$ cat src/rtl/ppt_pkg.sv
package ppt_pkg;

    localparam int SAMPLE_W = 10;
    localparam int FINE_W   = 7;
    localparam int TS_W     = 16;
    localparam int NUM_W    = SAMPLE_W + FINE_W - 1;
    localparam int DEN_W    = SAMPLE_W + 1;
    localparam int SH_W     = DEN_W + FINE_W - 1;
    localparam int IDX_W    = $clog2(FINE_W);
    localparam int FINE_MID = 1 << (FINE_W - 1);
    localparam int FINE_MAX = (1 << FINE_W) - 1;

    typedef logic [SAMPLE_W-1:0] samp_t;
    typedef logic [FINE_W-1:0]   fine_t;
    typedef logic [TS_W-1:0]     tstamp_t;

    typedef struct packed {
        logic             hit;
        logic [NUM_W-1:0] num;
        logic [DEN_W-1:0] den;
        logic             late;
    } fit_req_t;

    typedef struct packed {
        tstamp_t ts;
        samp_t   amp;
        logic    late;
    } fit_tag_t;

    function automatic fine_t map_fine(input fine_t q, input logic late);
        logic [FINE_W:0] sum;
        sum = (FINE_W+1)'(FINE_MID) + {1'b0, q};
        if (late)
            return (sum > (FINE_W+1)'(FINE_MAX)) ? fine_t'(FINE_MAX) : sum[FINE_W-1:0];
        else
            return fine_t'(FINE_MID) - q;
    endfunction

endpackage

$ cat src/rtl/ppt_history.sv
module ppt_history
    import ppt_pkg::*;
(
    input  logic  clk,
    input  logic  rst,
    input  samp_t c_in,
    input  samp_t l_in,
    input  samp_t r_in,
    output samp_t prev,
    output samp_t mid,
    output samp_t next,
    output samp_t mid_l,
    output samp_t mid_r,
    output logic  primed
);
    samp_t c_q [3];
    samp_t l_q [2];
    samp_t r_q [2];
    logic [1:0] fill;

    always_ff @(posedge clk) begin
        if (rst) begin
            for (int i = 0; i < 3; i++) c_q[i] <= '0;
            for (int i = 0; i < 2; i++) begin
                l_q[i] <= '0;
                r_q[i] <= '0;
            end
            fill <= '0;
        end else begin
            c_q[0] <= c_in;
            c_q[1] <= c_q[0];
            c_q[2] <= c_q[1];
            l_q[0] <= l_in;
            l_q[1] <= l_q[0];
            r_q[0] <= r_in;
            r_q[1] <= r_q[0];
            if (fill != 2'd3) fill <= fill + 2'd1;
        end
    end

    assign next   = c_q[0];
    assign mid    = c_q[1];
    assign prev   = c_q[2];
    assign mid_l  = l_q[1];
    assign mid_r  = r_q[1];
    assign primed = (fill == 2'd3);
endmodule

$ cat src/rtl/ppt_peak_detect.sv
module ppt_peak_detect
    import ppt_pkg::*;
(
    input  samp_t    prev,
    input  samp_t    mid,
    input  samp_t    next,
    input  samp_t    mid_l,
    input  samp_t    mid_r,
    input  samp_t    thresh,
    input  logic     primed,
    output fit_req_t req
);
    samp_t rise, fall, skew;

    always_comb begin
        rise = mid - prev;
        fall = mid - next;
        req.hit  = primed && (mid > thresh) && (mid > prev) && (mid > next)
                   && (mid > mid_l) && (mid >= mid_r);
        req.late = (rise >= fall);
        skew     = req.late ? (rise - fall) : (fall - rise);
        req.num  = {skew, {(FINE_W-1){1'b0}}};
        req.den  = {1'b0, rise} + {1'b0, fall};
    end
endmodule

$ cat src/rtl/ppt_divider.sv
module ppt_divider
    import ppt_pkg::*;
(
    input  logic             clk,
    input  logic             rst,
    input  logic             start,
    input  logic [NUM_W-1:0] num,
    input  logic [DEN_W-1:0] den,
    input  fit_tag_t         tag_in,
    output logic             busy,
    output logic             done,
    output fine_t            quot,
    output fit_tag_t         tag_out
);
    logic [NUM_W-1:0] rem;
    logic [DEN_W-1:0] dv;
    logic [IDX_W-1:0] idx;
    logic [SH_W-1:0]  trial;
    logic             take;

    always_comb begin
        trial = SH_W'(dv) << idx;
        take  = (SH_W'(rem) >= trial);
    end

    always_ff @(posedge clk) begin
        if (rst) begin
            rem     <= '0;
            dv      <= '0;
            idx     <= '0;
            busy    <= 1'b0;
            done    <= 1'b0;
            quot    <= '0;
            tag_out <= '0;
        end else begin
            done <= 1'b0;
            if (start && !busy) begin
                rem     <= num;
                dv      <= den;
                idx     <= IDX_W'(FINE_W - 1);
                quot    <= '0;
                tag_out <= tag_in;
                busy    <= 1'b1;
            end else if (busy) begin
                if (take) begin
                    rem       <= rem - trial[NUM_W-1:0];
                    quot[idx] <= 1'b1;
                end
                if (idx == '0) begin
                    busy <= 1'b0;
                    done <= 1'b1;
                end else begin
                    idx <= idx - IDX_W'(1);
                end
            end
        end
    end
endmodule

$ cat src/rtl/pulse_peak_timer.sv
module pulse_peak_timer
    import ppt_pkg::*;
#(
    parameter int CNT_W = 16
) (
    input  logic                clk,
    input  logic                rst,
    input  logic [9:0]          thresh,
    input  logic [9:0]          smp_center,
    input  logic [9:0]          smp_left,
    input  logic [9:0]          smp_right,
    output logic                rec_valid,
    output logic [15:0]         rec_coarse,
    output logic [6:0]          rec_fine,
    output logic [9:0]          rec_amp,
    output logic [CNT_W-1:0]    drop_count
);
    localparam logic [CNT_W-1:0] CNT_MAX = '1;

    samp_t    h_prev, h_mid, h_next, h_left, h_right;
    logic     primed;
    fit_req_t req;
    fit_tag_t tag_in, tag_out;
    tstamp_t  ts;
    fine_t    quot;
    logic     cand_hit, div_busy, div_start, div_done;

    ppt_history u_hist (
        .clk(clk), .rst(rst),
        .c_in(smp_center), .l_in(smp_left), .r_in(smp_right),
        .prev(h_prev), .mid(h_mid), .next(h_next),
        .mid_l(h_left), .mid_r(h_right), .primed(primed)
    );

    ppt_peak_detect u_det (
        .prev(h_prev), .mid(h_mid), .next(h_next),
        .mid_l(h_left), .mid_r(h_right),
        .thresh(thresh), .primed(primed), .req(req)
    );

    assign cand_hit  = req.hit;
    assign div_start = cand_hit && !div_busy;
    assign tag_in    = '{ts: ts - tstamp_t'(2), amp: h_mid, late: req.late};

    ppt_divider u_div (
        .clk(clk), .rst(rst), .start(div_start),
        .num(req.num), .den(req.den), .tag_in(tag_in),
        .busy(div_busy), .done(div_done), .quot(quot), .tag_out(tag_out)
    );

    always_ff @(posedge clk) begin
        if (rst) begin
            ts         <= '0;
            drop_count <= '0;
        end else begin
            ts <= ts + tstamp_t'(1);
            if (cand_hit && div_busy && drop_count != CNT_MAX)
                drop_count <= drop_count + CNT_W'(1);
        end
    end

    assign rec_valid  = div_done;
    assign rec_coarse = tag_out.ts;
    assign rec_amp    = tag_out.amp;
    assign rec_fine   = map_fine(quot, tag_out.late);
endmodule

$ cat config.mk
export PLATFORM = sky130hd
export DESIGN_NAME = pulse_peak_timer
export DESIGN_NICKNAME = d
export VERILOG_FILES = /design/src/rtl/ppt_pkg.sv /design/src/rtl/ppt_history.sv /design/src/rtl/ppt_peak_detect.sv /design/src/rtl/ppt_divider.sv /design/src/rtl/pulse_peak_timer.sv
export SDC_FILE = /design/constraint.sdc
export NUM_CORES = 1
export LEC_CHECK = 0
export ABC_AREA = 1
export BUFFER_PORTS_ARGS = -buffer_cell sky130_fd_sc_hd__buf_2
export CELL_PAD_IN_SITES_DETAIL_PLACEMENT = 0
export CELL_PAD_IN_SITES_GLOBAL_PLACEMENT = 1
export CORE_MARGIN = 3
export CORE_UTILIZATION = 30
export CTS_BUF_LIST = sky130_fd_sc_hd__clkbuf_4
export DETAILED_ROUTE_END_ITERATION = 8
export GPL_TIMING_DRIVEN = 0
export PLACE_DENSITY_LB_ADDON = 0.1
export SYNTH_ARGS = -nofsm -noshare
export SYNTH_HDL_FRONTEND = slang
export SYNTH_SLANG_ARGS = --single-unit
$ cat constraint.sdc
create_clock -name clk -period 4.8 [get_ports clk]
set_clock_uncertainty 0.05 [all_clocks]
set_input_delay 0.96 -clock clk [delete_from_list [all_inputs] [get_ports clk]]
set_output_delay 0.96 -clock clk [all_outputs]
set_load 0.05 [all_outputs]
Word level (Yosys, flattened, before mapping)
Memories as Yosys holds them, arrays and structs flattened.
Cells that the tools add are included.
{ "word_totals": {"register_bits": 100, "ramBits": 70, "in_bits": 42, "out_inout_bits": 50, "word_cells": 100, "n_memories": 3} }
{ "mem_list": {"columns": ["memory", "depth", "width", "rd", "rd_clocked_by_memory_dff", "wr", "line", "rtl"], "rows": [
  ["u_hist.c_q", 3, 10, 3, 0, 3, "ppt_history.sv:16", "samp_t c_q [3];"],
  ["u_hist.l_q", 2, 10, 2, 0, 2, "ppt_history.sv:17", "samp_t l_q [2];"],
  ["u_hist.r_q", 2, 10, 2, 0, 2, "ppt_history.sv:18", "samp_t r_q [2];"]
]} }
{ "classes": {"add_sub_neg": 13, "n_lt_le_gt_ge": 10, "n_eq_ne": 4, "n_shift": 1, "muxes": 25, "bitwise": 10, "reduce_logical": 20} }
{ "ops": {"columns": ["operator", "n"], "rows": [
  ["two-way mux 10 bit", 8],
  ["two-way mux 16 bit", 3],
  ["greater-than comparator 10 bit", 4],
  ["subtractor 10 bit", 4],
  ["adder 16 x 1 -> 16 bit, second input constant", 2],
  ["greater-or-equal comparator 10 bit", 2],
  ["greater-or-equal comparator 16 x 17 -> 1 bit", 1],
  ["left shift 11 x 3 -> 17 bit", 1],
  ["inequality test 16 bit, second input constant", 1],
  ["subtractor 16 bit", 1],
  ["subtractor 16 x 2 -> 16 bit, second input constant", 1],
  ["two-way mux 7 bit", 2],
  ["adder 10 x 10 -> 11 bit", 1],
  ["logical AND 1 bit", 10],
  ["two-way mux 3 bit", 3],
  ["adder 7 x 7 -> 8 bit, first input constant", 1],
  ["greater-than comparator 8 x 7 -> 1 bit, second input constant", 1],
  ["two-way mux 1 bit", 8],
  ["AND reduction 2 bit", 4],
  ["OR 1 bit", 7],
  ["OR 7 bit", 1],
  ["subtractor 7 bit, first input constant", 1],
  ["less-than comparator 3 x 4 -> 1 bit, second input constant", 1],
  ["nonzero test 2 bit", 2],
  ["12 further kinds", 13]
]} }

Depth between registers and ports, before layout
Gate-level depths: netlist (run 1).
An unclocked memory read counts as a cell.
{ "depth": {"word_depth": 11, "depth_mapped": 25, "ltp_nobuf": 25} }

Hierarchy
A second synthesis (run 1) with hierarchy kept.
{ "unflattened": {"hier_cells": 1791, "hier_area_um2": 12036.5} }
{ "modules_own_cells": {"columns": ["module", "instances", "cells_each", "area_per_inst_um2", "seq_area_each_um2"], "rows": [
  ["ppt_divider", 1, 634, 4098.9, 1321.3],
  ["ppt_peak_detect", 1, 560, 3519.6, 0.0],
  ["ppt_history", 1, 253, 2273.4, 1441.4],
  ["pulse_peak_timer", 1, 344, 2144.6, 640.6]
]} }

Least setup slack after synthesis (run 1)
No wires, ideal clock.
{ "synth_timing": {"kind": "register -> register", "start": "memory u_hist.c_q[0][10] in the netlist's numbering", "end": "register u_div.rem[12]", "setup_time_ps": 132, "t_arrival_ps": 3330, "required_ps": 4618, "setup_slack_ps": 1288, "path_stages_with_launch": 22, "path_buffers": 2, "synth_period_minus_slack_ps": 3512, "path_cell_list": "dfxtp_1 -> inv_1 -> ha_1 -> fa_1 -> inv_1 -> a31oi_1 -> o21ai_0 -> a31o_2 -> xor2_1 -> ha_1 -> buf_2 -> nor2_1 -> inv_1 -> nor2_1 -> nand3b_1 -> nand4_1 -> buf_2 -> a21oi_1 -> a21oi_1 -> nand2_1 -> nand2_1 -> a21oi_1"} }
{ "synth_rtl": {"columns": ["item", "line", "rtl"], "rows": [
  ["start, declared", "ppt_history.sv:16", null],
  ["end signal, assigned", "ppt_divider.sv:38", "rem <= num;"],
  ["end signal, assigned", "ppt_divider.sv:46", "rem <= rem - trial[NUM_W-1:0];"],
  ["end, declared", "ppt_divider.sv:15", "logic [NUM_W-1:0] rem;"]
]} }

==> results of run 1 <==
## layer usage
metal  vias up  part of all wire [%]  track usage (%)
met5         -                     0                0
met4         0                   1.8            4.482
met3        28                   2.7            2.331
met2       146                    47            29.33
met1      4503                    49            23.08
li1       5373                     -                -
## synthesized netlist by cell type
cell type	instances	area share (%)
ha_1	103	12
o21ai_1	19	0.86
a31o_2	2	0.16
nor2_1	190	6.4
nand3_2	3	0.27
nand3_1	72	3.3
a21oi_1	139	6.3
buf_1	2	0.068
nand2_1	326	11
o311ai_0	1	0.079
o211ai_1	2	0.14
xor2_1	51	4.0
dfxtp_1	170	31
buf_2	13	0.59
o21bai_1	11	0.75
or2_2	3	0.17
nor3_2	1	0.090
o21ai_0	67	3.0
nand3b_1	5	0.34
fa_1	6	1.1
clkbuf_1	28	0.95
inv_2	3	0.10
xnor2_1	15	1.2
nor2_4	1	0.10
nor4_1	4	0.23
o21a_1	1	0.068
clkinv_1	4	0.14
o22ai_1	3	0.17
nand2_2	1	0.057
nand4_1	32	1.8
nand4_2	1	0.11
mux2i_1	1	0.090
a21o_1	4	0.27
a21boi_0	1	0.068
buf_4	30	2.0
a31oi_1	7	0.40
o31ai_1	4	0.27
inv_1	279	9.5
nor3_4	1	0.15
and3_1	1	0.057
nor3_1	26	1.2
## what timing repair did
action	in CTS	in global routing
setup buffers	0	0
endpoints found under the setup margin	0	3
gates resized for setup	0	4
## logic make-up after synthesis
family	count (synthesis)	synth area share [%]
fa+ha+maj	109	12.73
simple gates	667	25.32
buf+inv	359	13.34
flops	170	30.76
xor+xnor	66	5.224
mux	1	0.09046
compound gates	261	12.54
## layout make-up
type                            instances  area [sq um]
Sequential cell                       170          3406
Timing Repair Buffer                   91         455.4
Clock inverter                         15         162.7
Inverter                              286          1074
Antenna cell                            2         5.005
Fill cell                            4033         23600
Clock buffer                           17         127.6
Tap cell                              461         576.8
Buffer                                 73         402.9
Multi-Input combinational cell       1104          6190
## worst max path at each step
stage                               end  cells past startpoint
after floorplan           u_div.rem[12]                     21
after global placement    u_div.rem[12]                     20
after detailed placement  u_div.rem[12]                     20
after CTS                 u_div.rem[12]                     20
after global routing      u_div.rem[11]                     19
final                     u_div.rem[10]                     19
## metrics by stage
step	util (%)	power [W]	setup slack, ns
after floorplan	-	0.002279	1.288
after global placement	33.60	0.002644	0.1731
after detailed placement	33.60	0.002636	0.2237
after CTS	34.41	0.003540	0.1815
after global routing	34.44	0.003732	0.01948
final	34.44	0.003471	0.3556
## state kept, by name (all words and copies together), names as in the netlist
| register | cells |
|---|---|
| u_div.idx | 3 |
| u_hist.r_q | 20 |
| u_div.rem | 16 |
| u_div.dv | 11 |
| u_hist.l_q | 20 |
| u_div.tag_out | 27 |
| u_div.busy | 1 |
| ts | 16 |
| u_div.quot | 7 |
| drop_count | 16 |
| u_hist.fill | 2 |
| u_hist.c_q | 30 |
| u_div.done | 1 |
## power by group through the flow
stage	clock network, W	logic [W]	registers (W)
final	0.000876	0.00113	0.00147
after global placement	0	0.00115	0.00150
after CTS	0.000928	0.00114	0.00147
after detailed placement	0	0.00114	0.00150
after floorplan	0	0.000791	0.00149
after global routing	0.000975	0.00128	0.00147
## worst max-delay path, stage by stage, from the launching register on
cell and delay (ns):
dfxtp_1 0.67, ha_1 0.38, a21o_1 0.19, a31oi_1 0.27, o21ai_1 0.15, a31o_2 0.23, xor2_1 0.26, ha_1 0.28
buf_2 0.17, nor2_1 0.19, inv_1 0.06, nor2_1 0.12, nand3b_1 0.09, nand4_1 0.27, buf_2 0.30, a21oi_1 0.07
a21oi_1 0.28, nand2_1 0.12, nand2_1 0.09, a21oi_1 0.06
==> impl_metrics.json, run 1 <==
{
  "final-hold-violation-count": 0,
  "port_buffers": 91,
  "boundaryPins": 92,
  "p_clk_share_pct": 25.2,
  "cts_tree": "done",
  "grt_usage_pct": 17.24,
  "place_inst": 2185,
  "path_class": "reg2reg",
  "wl_per_cell_um": 14.86,
  "dr.first_iter.drc_count": 484,
  "worst_setup_path_start_kind": "register",
  "first_pass_iters": 5,
  "hold_class": "reg2reg",
  "p_comb_share_pct": 32.5,
  "grt_setup_unrepaired": "no",
  "dr_total_vias": 10050,
  "drive_gt1_share_pct": 10.36,
  "fp.dieW_um": 198.1,
  "seq_area_frac_synth_pct": 30.76,
  "drc_errors": 0,
  "grt_pass1_wl_um": 52820,
  "yosys_warnings": 0,
  "crit_path_end_kind": "register",
  "period_needed_ns": 4.444,
  "critPathArrivalTime_ns": 4.85,
  "cts-root-buf": "clkbuf_4",
  "cts.htree.levels": 4,
  "synth_cell_types": 41,
  "crit_required_ns": 5.20,
  "power.switching_w": 0.001343,
  "die_area_sq_um": 39230,
  "rr_worst_depth": 19,
  "worstHoldPathCells": 2,
  "cts_max_path_buffers": 2,
  "cts_hold_buf": 0,
  "powerDensity_nw_per_um2": 280.0,
  "whs_endpoint": "u_hist.r_q[0][18]",
  "final_nets": 1894,
  "cap_violations": 0,
  "period_share_pct": 92.59,
  "startpoint": "u_hist.c_q[0][13]",
  "intPower_w": 0.002129,
  "netlist_area_sq_um": 11070,
  "p_leak_nw": 6.218,
  "setup_violations": 0,
  "cts_buffers": 17,
  "syn_area_per_cell_sq_um": 6.776,
  "cts.clk_slew.worst_paths_ns": 0.15,
  "core_area_sq_um": 36000,
  "slew_viol_final": 0,
  "fin_cells": 2219,
  "r2r_start": "u_hist.c_q[0][13]",
  "place_area_sq_um": 12100,
  "ant_nets": 0,
  "irDropWorstVdd_v": 0.0001619,
  "grt_pass1_vias": 9864,
  "regToRegEndpoint": "u_div.rem[10]",
  "synth_seq_cells": 170,
  "hold_ws_ns": 0.3548,
  "layout-area-overhead-vs-synth_pct": 12.05,
  "gp_congestion": 0.8769,
  "p_sw_share_pct": 38.68,
  "final_cell_mix": "nand2_1, inv_1, nor2_1",
  "syn_nets": 1784,
  "setup_tns_ns": 0,
  "vias_per_cell": 4.529,
  "drt-total-wl_um": 32960,
  "clock_latency_ns": 0.59,
  "cts_sinks": 170,
  "die_h_um": 198.1,
  "hold_start": "u_hist.r_q[0][8]",
  "syn_inst": 1633,
  "maxSlewHeadroom_pct": 41.95,
  "dpl.hpwl_um": 26580,
  "start_util_pct": 30.74,
  "rows": 69,
  "antenna_found_initial": 1,
  "crit_fanout": 10,
  "stdcell_area_sq_um": 12400,
  "grt_max_degree": 17,
  "tightest_slew_ns": 0.8599,
  "status": "complete, no violations",
  "ff2ff_setup_slack_ns": 0.36,
  "fmax_mhz": 225.0,
  "final_common_cell": "nand2_1",
  "gr-total-overflow": 0,
  "seq_power_share_pct": 42.2
}
Power figures use the tool's default switching activity.
==> run 2: changes to the inputs <==
BUFFER_PORTS_ARGS = -buffer_cell sky130_fd_sc_hd__buf_4   (was -buffer_cell sky130_fd_sc_hd__buf_2)
==> run 2 against run 1 <==
Against the previous run:
- sequential cell count unchanged
- global-route usage down 0.24 points
- register-to-register slack is essentially flat
- first-iteration DRC count fell by 3.5%
- clock power down 1%
- worst hold slack better by 0.0053 ns
- combinational power is essentially flat
- critical endpoint unchanged
==> impl_metrics.json, run 2 (synthesized netlist as in run 1, its figures left out) <==
{
  "path_class": "reg2reg",
  "gr-total-overflow": 0,
  "clock_latency_ns": 0.58,
  "hold_class": "reg2reg",
  "cts_max_path_buffers": 2,
  "rr_worst_depth": 21,
  "cts.clk_slew.worst_paths_ns": 0.14,
  "layout-area-overhead-vs-synth_pct": 14.01,
  "crit_required_ns": 5.20,
  "utilization_pct": 35.04,
  "grt_usage_pct": 17.00,
  "largest_register_ffs": 30,
  "cts.htree.levels": 4,
  "drt-total-wl_um": 32790,
  "p_sw_share_pct": 38.46,
  "largest-register": "u_hist.c_q",
  "grt_max_degree": 17,
  "slew_viol_final": 0,
  "powerDensity_nw_per_um2": 275.3,
  "ant_nets": 0,
  "die_area_sq_um": 39230,
  "cts_hold_buf": 0,
  "intPower_w": 0.002137,
  "critPathArrivalTime_ns": 4.84,
  "drc_errors": 0,
  "first_pass_iters": 5,
  "final_cell_mix": "nand2_1, inv_1, nor2_1",
  "p_comb_share_pct": 32.8,
  "cts-root-buf": "clkbuf_4",
  "dpl.hpwl_um": 26720,
  "grt_pass1_wl_um": 52020,
  "period_share_pct": 92.47,
  "die_h_um": 198.1,
  "startpoint": "u_hist.c_q[0][10]",
  "setup_violations": 0,
  "power.switching_w": 0.001336,
  "fmax_mhz": 225.3,
  "vias_per_cell": 4.506,
  "cts_sinks": 170,
  "boundaryPins": 92,
  "p_total_w": 0.003473,
  "start_util_pct": 30.74,
  "cts_tree": "done",
  "period_needed_ns": 4.439,
  "rows": 69,
  "port_buffers": 91,
  "maxSlewHeadroom_pct": 38.73,
  "reg.largest.list": "u_hist.c_q: 30 flops, u_div.tag_out: 27 flops",
  "gp_congestion": 0.8681,
  "grt_pass1_vias": 9734,
  "regToRegEndpoint": "u_div.rem[10]",
  "fp.dieW_um": 198.1,
  "crit_path_end_kind": "register",
  "drive_gt1_share_pct": 10.48,
  "cap_violations": 0,
  "r2r_start": "u_hist.c_q[0][10]",
  "final-hold-violation-count": 0,
  "place_inst": 2185,
  "setup_tns_ns": 0,
  "setup_slack_ns": 0.3614,
  "antenna_found_initial": 1,
  "irDropWorstVdd_v": 0.0001414,
  "cp-endpoint": "u_div.rem[10]",
  "post_cts_resized": 0,
  "worst_setup_path_start_kind": "register",
  "dr_total_vias": 9994,
  "status": "complete, no violations",
  "crit_fanout": 10,
  "core_area_sq_um": 36000,
  "final_common_cell": "nand2_1",
  "grt_setup_unrepaired": "no",
  "cts_buffers": 17,
  "final_nets": 1894,
  "tightest_slew_ns": 0.9191,
  "seq_power_share_pct": 42.2,
  "p_clk_share_pct": 24.9,
  "fin_cells": 2218,
  "wl_per_cell_um": 14.78,
  "dr.first_iter.drc_count": 467,
  "post-place-ws_ns": 0.1793,
  "ff2ff_setup_slack_ns": 0.36,
  "cts_setup_buffers": 0,
  "p_leak_nw": 6.247
}
## run 2: cell count changes in the layout (fill, tap and decap cells not counted), moves of 2 or more
cell	previous run	this run
inv_8	3	1
clkinv_4	2	0
buf_2	104	13
inv_6	2	4
buf_4	30	121
clkinv_2	0	2
clkinv_1	7	5
## run 2: worst min-delay path by stage
stage	slack [ns]	cells after the start	from	end
finish	0.36	2	u_hist.l_q[0][6]	u_hist.l_q[0][16]
global placement	0.34	2	u_hist.l_q[0][8]	u_hist.l_q[0][18]
floorplan	0.34	2	u_hist.l_q[0][0]	u_hist.l_q[0][10]
detailed placement	0.34	2	u_hist.l_q[0][6]	u_hist.l_q[0][16]
CTS	0.36	2	u_hist.l_q[0][6]	u_hist.l_q[0][16]
global route	0.37	2	u_hist.l_q[0][3]	u_hist.l_q[0][13]
## run 2: routing by layer
metal / GRT usage, % / part of all wire (%) / vias up
met3: 2.314 / 2.5 / 19
met1: 22.68 / 49 / 4471
li1: - / - / 5368
met5: 0 / 0 / -
met4: 4.325 / 1.6 / 0
met2: 29.04 / 47 / 136
## run 2: worst max-delay path, stage by stage, from the launching register on
cell,delay [ns]
dfxtp_1,0.33
inv_1,0.13
ha_1,0.27
fa_1,0.41
inv_1,0.10
a31oi_1,0.14
o21ai_1,0.26
a31o_2,0.20
xor2_1,0.28
ha_1,0.29
buf_2,0.17
nor2_1,0.20
inv_1,0.06
nor2_1,0.12
nand2_1,0.07
nand4_1,0.28
buf_2,0.29
a21oi_1,0.06
a21oi_1,0.31
nand2_1,0.13
nand2_1,0.10
a21oi_1,0.06
## run 2: cell type report
type / instances / area, sq um
buffer: 73 / 402.9
clock buffer: 18 / 135.1
multi-input combinational: 1104 / 6190
timing repair buffer: 91 / 683.2
inverter: 286 / 1074
antenna: 2 / 5.005
clock inverter: 13 / 142.6
tap: 461 / 576.8
fill: 3959 / 23380
sequential: 170 / 3407
## run 2: metrics by stage
step / cell area, sq um / hold WS [ns]
final: 12620 / 0.3602
after detailed placement: 12330 / 0.3416
after CTS: 12600 / 0.3612
after floorplan: 11070 / 0.3383
after global placement: 12330 / 0.3429
after global routing: 12620 / 0.3716
## run 2: power by group through the flow
stage	sequential, W	combinational, W	clock, W
final	0.00147	0.00114	0.000866
after global routing	0.00147	0.00130	0.000958
after CTS	0.00147	0.00115	0.000913
after detailed placement	0.00150	0.00115	0
after global placement	0.00150	0.00115	0
after floorplan	0.00149	0.000791	0
==> run 3: changes to the inputs <==
CORE_UTILIZATION = 45   (was 30)
PLACE_DENSITY = 0.89   (was not set)
PLACE_DENSITY_LB_ADDON = not set   (was 0.1)
==> run 3 against run 2 <==
Against the previous run:
- sequential cell count did not move
- worst hold slack got worse by 0.024 ns
- core utilization rose by 17 points
- critical endpoint is now u_div.rem[12]
- non-clock buffer count did not move
- final cell count fell by 6.4%
- largest power group unchanged
- sequential power barely moved
- routed wire length fell by 13%
- critical path depth fell by 1
- clock power barely moved
- setup slack improved by 0.053 ns
- design area fell by 1.2%
==> impl_metrics.json, run 3 (synthesized netlist as in run 1, its figures left out) <==
{
  "status": "complete, no violations",
  "p_sw_share_pct": 40.01,
  "core_area_sq_um": 23820,
  "cts_sinks": 170,
  "crit_fanout": 10,
  "wl_per_cell_um": 13.74,
  "grt_pass1_vias": 9388,
  "stdcell_area_sq_um": 12460,
  "period_share_pct": 91.36,
  "gr-total-overflow": 0,
  "period_needed_ns": 4.385,
  "grt_pass1_wl_um": 46020,
  "largest_register_ffs": 30,
  "slowest_delay_ns": 0.52,
  "crit_required_ns": 5.21,
  "crit_chain": "inv_1 > fa_1 > inv_1 > a31oi_1 > o21ai_0 > a31o_2 > xor2_1 > ha_1 > buf_2 > nor2_1 > inv_1 > nor2_1 > nand3b_1 > nand4_1 > buf_2 > a21oi_1 > a21oi_1 > nand2_1 > nand2_1 > a21oi_1",
  "n_fill_cell": 2458,
  "crit_buf_inv": 5,
  "ff2ff_setup_slack_ns": 0.41,
  "critPathArrivalTime_ns": 4.80,
  "setup_tns_ns": 0,
  "drive_gt1_share_pct": 10.36,
  "rr_worst_depth": 20,
  "p_comb_share_pct": 32.3,
  "startpoint": "u_hist.c_q[0][11]",
  "vias_per_cell": 4.893,
  "hold_class": "reg2reg",
  "fmax_mhz": 228.0,
  "worst_setup_path_start_kind": "register",
  "power.switching_w": 0.001380,
  "irDropWorstVdd_v": 0.0001992,
  "cap_violations": 0,
  "hold_ws_ns": 0.3360,
  "boundaryPins": 92,
  "cts_max_path_buffers": 2,
  "fp.dieW_um": 162.8,
  "post_cts_resized": 0,
  "largest-register": "u_hist.c_q",
  "final_cell_mix": "nand2_1, inv_1, nor2_1",
  "gp_congestion": 0.9074,
  "final_nets": 1894,
  "path_class": "reg2reg",
  "clock_latency_ns": 0.59,
  "rows": 56,
  "regToRegEndpoint": "u_div.rem[12]",
  "maxSlewHeadroom_pct": 56.80,
  "dpl.hpwl_um": 22950,
  "cts.htree.levels": 4,
  "cts_tree": "done",
  "grt_usage_pct": 21.76,
  "drt-total-wl_um": 28520,
  "reg.largest.list": "u_hist.c_q: 30 flops, u_div.tag_out: 27 flops",
  "critPathSlowestCell": "dfxtp_1",
  "cts_setup_buffers": 0,
  "ant_nets": 0,
  "final-hold-violation-count": 0,
  "cts_buffers": 17,
  "cts.clk_slew.worst_paths_ns": 0.19,
  "dr_total_vias": 10157,
  "p_clk_share_pct": 25.1,
  "drc_errors": 0,
  "cp.depth": 20,
  "intPower_w": 0.002069,
  "antenna_found_initial": 1,
  "dr.first_iter.drc_count": 703,
  "place_area_sq_um": 12150,
  "die_h_um": 162.8,
  "r2r_start": "u_hist.c_q[0][11]",
  "setup_violations": 0,
  "cts-root-buf": "clkbuf_4",
  "grt_setup_unrepaired": "no",
  "slew_viol_final": 0,
  "start_util_pct": 46.45,
  "first_pass_iters": 5,
  "crit_family": "compound AO/OA/AOI/OAI gates",
  "port_buffers": 91,
  "cp-endpoint": "u_div.rem[12]",
  "cts_hold_buf": 0,
  "die_area_sq_um": 26510,
  "crit_path_end_kind": "register",
  "final_common_cell": "nand2_1",
  "tightest_slew_ns": 0.6479,
  "layout-area-overhead-vs-synth_pct": 12.63,
  "p_leak_nw": 6.264,
  "powerDensity_nw_per_um2": 276.7,
  "grt_max_degree": 20,
  "seq_power_share_pct": 42.5
}
run 3: cell types whose count changed in the layout (fill, tap and decap cells not counted), sizes merged:
cell,previous run,this run
diode,2,1
clkinvlp,3,0
clkinv,7,13
bufinv,2,0
run 3: area by class of cell:
type | instances | area [sq um] | area share, %
Sequential cell | 170 | 3403 | 27.31
Multi-Input combinational cell | 1104 | 6186 | 49.63
Antenna cell | 1 | 2.502 | 0.02008
Clock buffer | 18 | 135.1 | 1.084
Clock inverter | 14 | 177.7 | 1.426
Timing Repair Buffer | 91 | 683.2 | 5.481
Tap cell | 319 | 399.1 | 3.202
Inverter | 286 | 1074 | 8.614
Buffer | 73 | 402.9 | 3.233
run 3: metal layers:
metal	vias up	share of wire (%)	GRT usage, %
li1	5375	-	-
met1	4528	46	28.07
met2	207	47	37.40
met3	47	3.8	2.899
met4	0	2.7	7.459
met5	-	0	0
run 3: worst min path at each step:
stage | startpoint | endpoint | slack (ns) | depth (start not counted)
after floorplan | u_hist.l_q[0][0] | u_hist.l_q[0][10] | 0.34 | 2
after global placement | u_hist.l_q[0][4] | u_hist.l_q[0][14] | 0.34 | 2
after detailed placement | u_hist.r_q[0][4] | u_hist.r_q[0][14] | 0.34 | 2
after CTS | u_hist.r_q[0][5] | u_hist.r_q[0][15] | 0.33 | 2
after global routing | u_hist.r_q[0][5] | u_hist.r_q[0][15] | 0.36 | 2
final | u_hist.r_q[0][5] | u_hist.r_q[0][15] | 0.34 | 2
run 3: stage by stage:
stage	util (%)	power, W	std cells	setup slack (ns)
floorplan	-	0.002279	1633	1.288
global placement	50.99	0.002597	2043	0.4649
detailed placement	50.99	0.002600	2043	0.4130
CTS	52.31	0.003467	2075	0.4021
global route	52.32	0.003681	2076	0.1423
finish	52.32	0.003449	2076	0.4145
run 3: tightest hold or removal path, delay by kind of cell (launching register included):
family / cells / cell delay [ns]
flip-flops: 1 / 0.33
buffers and inverters: 1 / 0.04
AND/OR/NAND/NOR: 1 / 0.03
run 3: power groups by stage:
stage | Clock, W | Combinational (W) | Sequential, W
after floorplan | 0 | 0.000791 | 0.00149
after global placement | 0 | 0.00110 | 0.00150
after detailed placement | 0 | 0.00110 | 0.00150
after CTS | 0.000890 | 0.00111 | 0.00147
after global routing | 0.000951 | 0.00126 | 0.00147
final | 0.000867 | 0.00112 | 0.00147
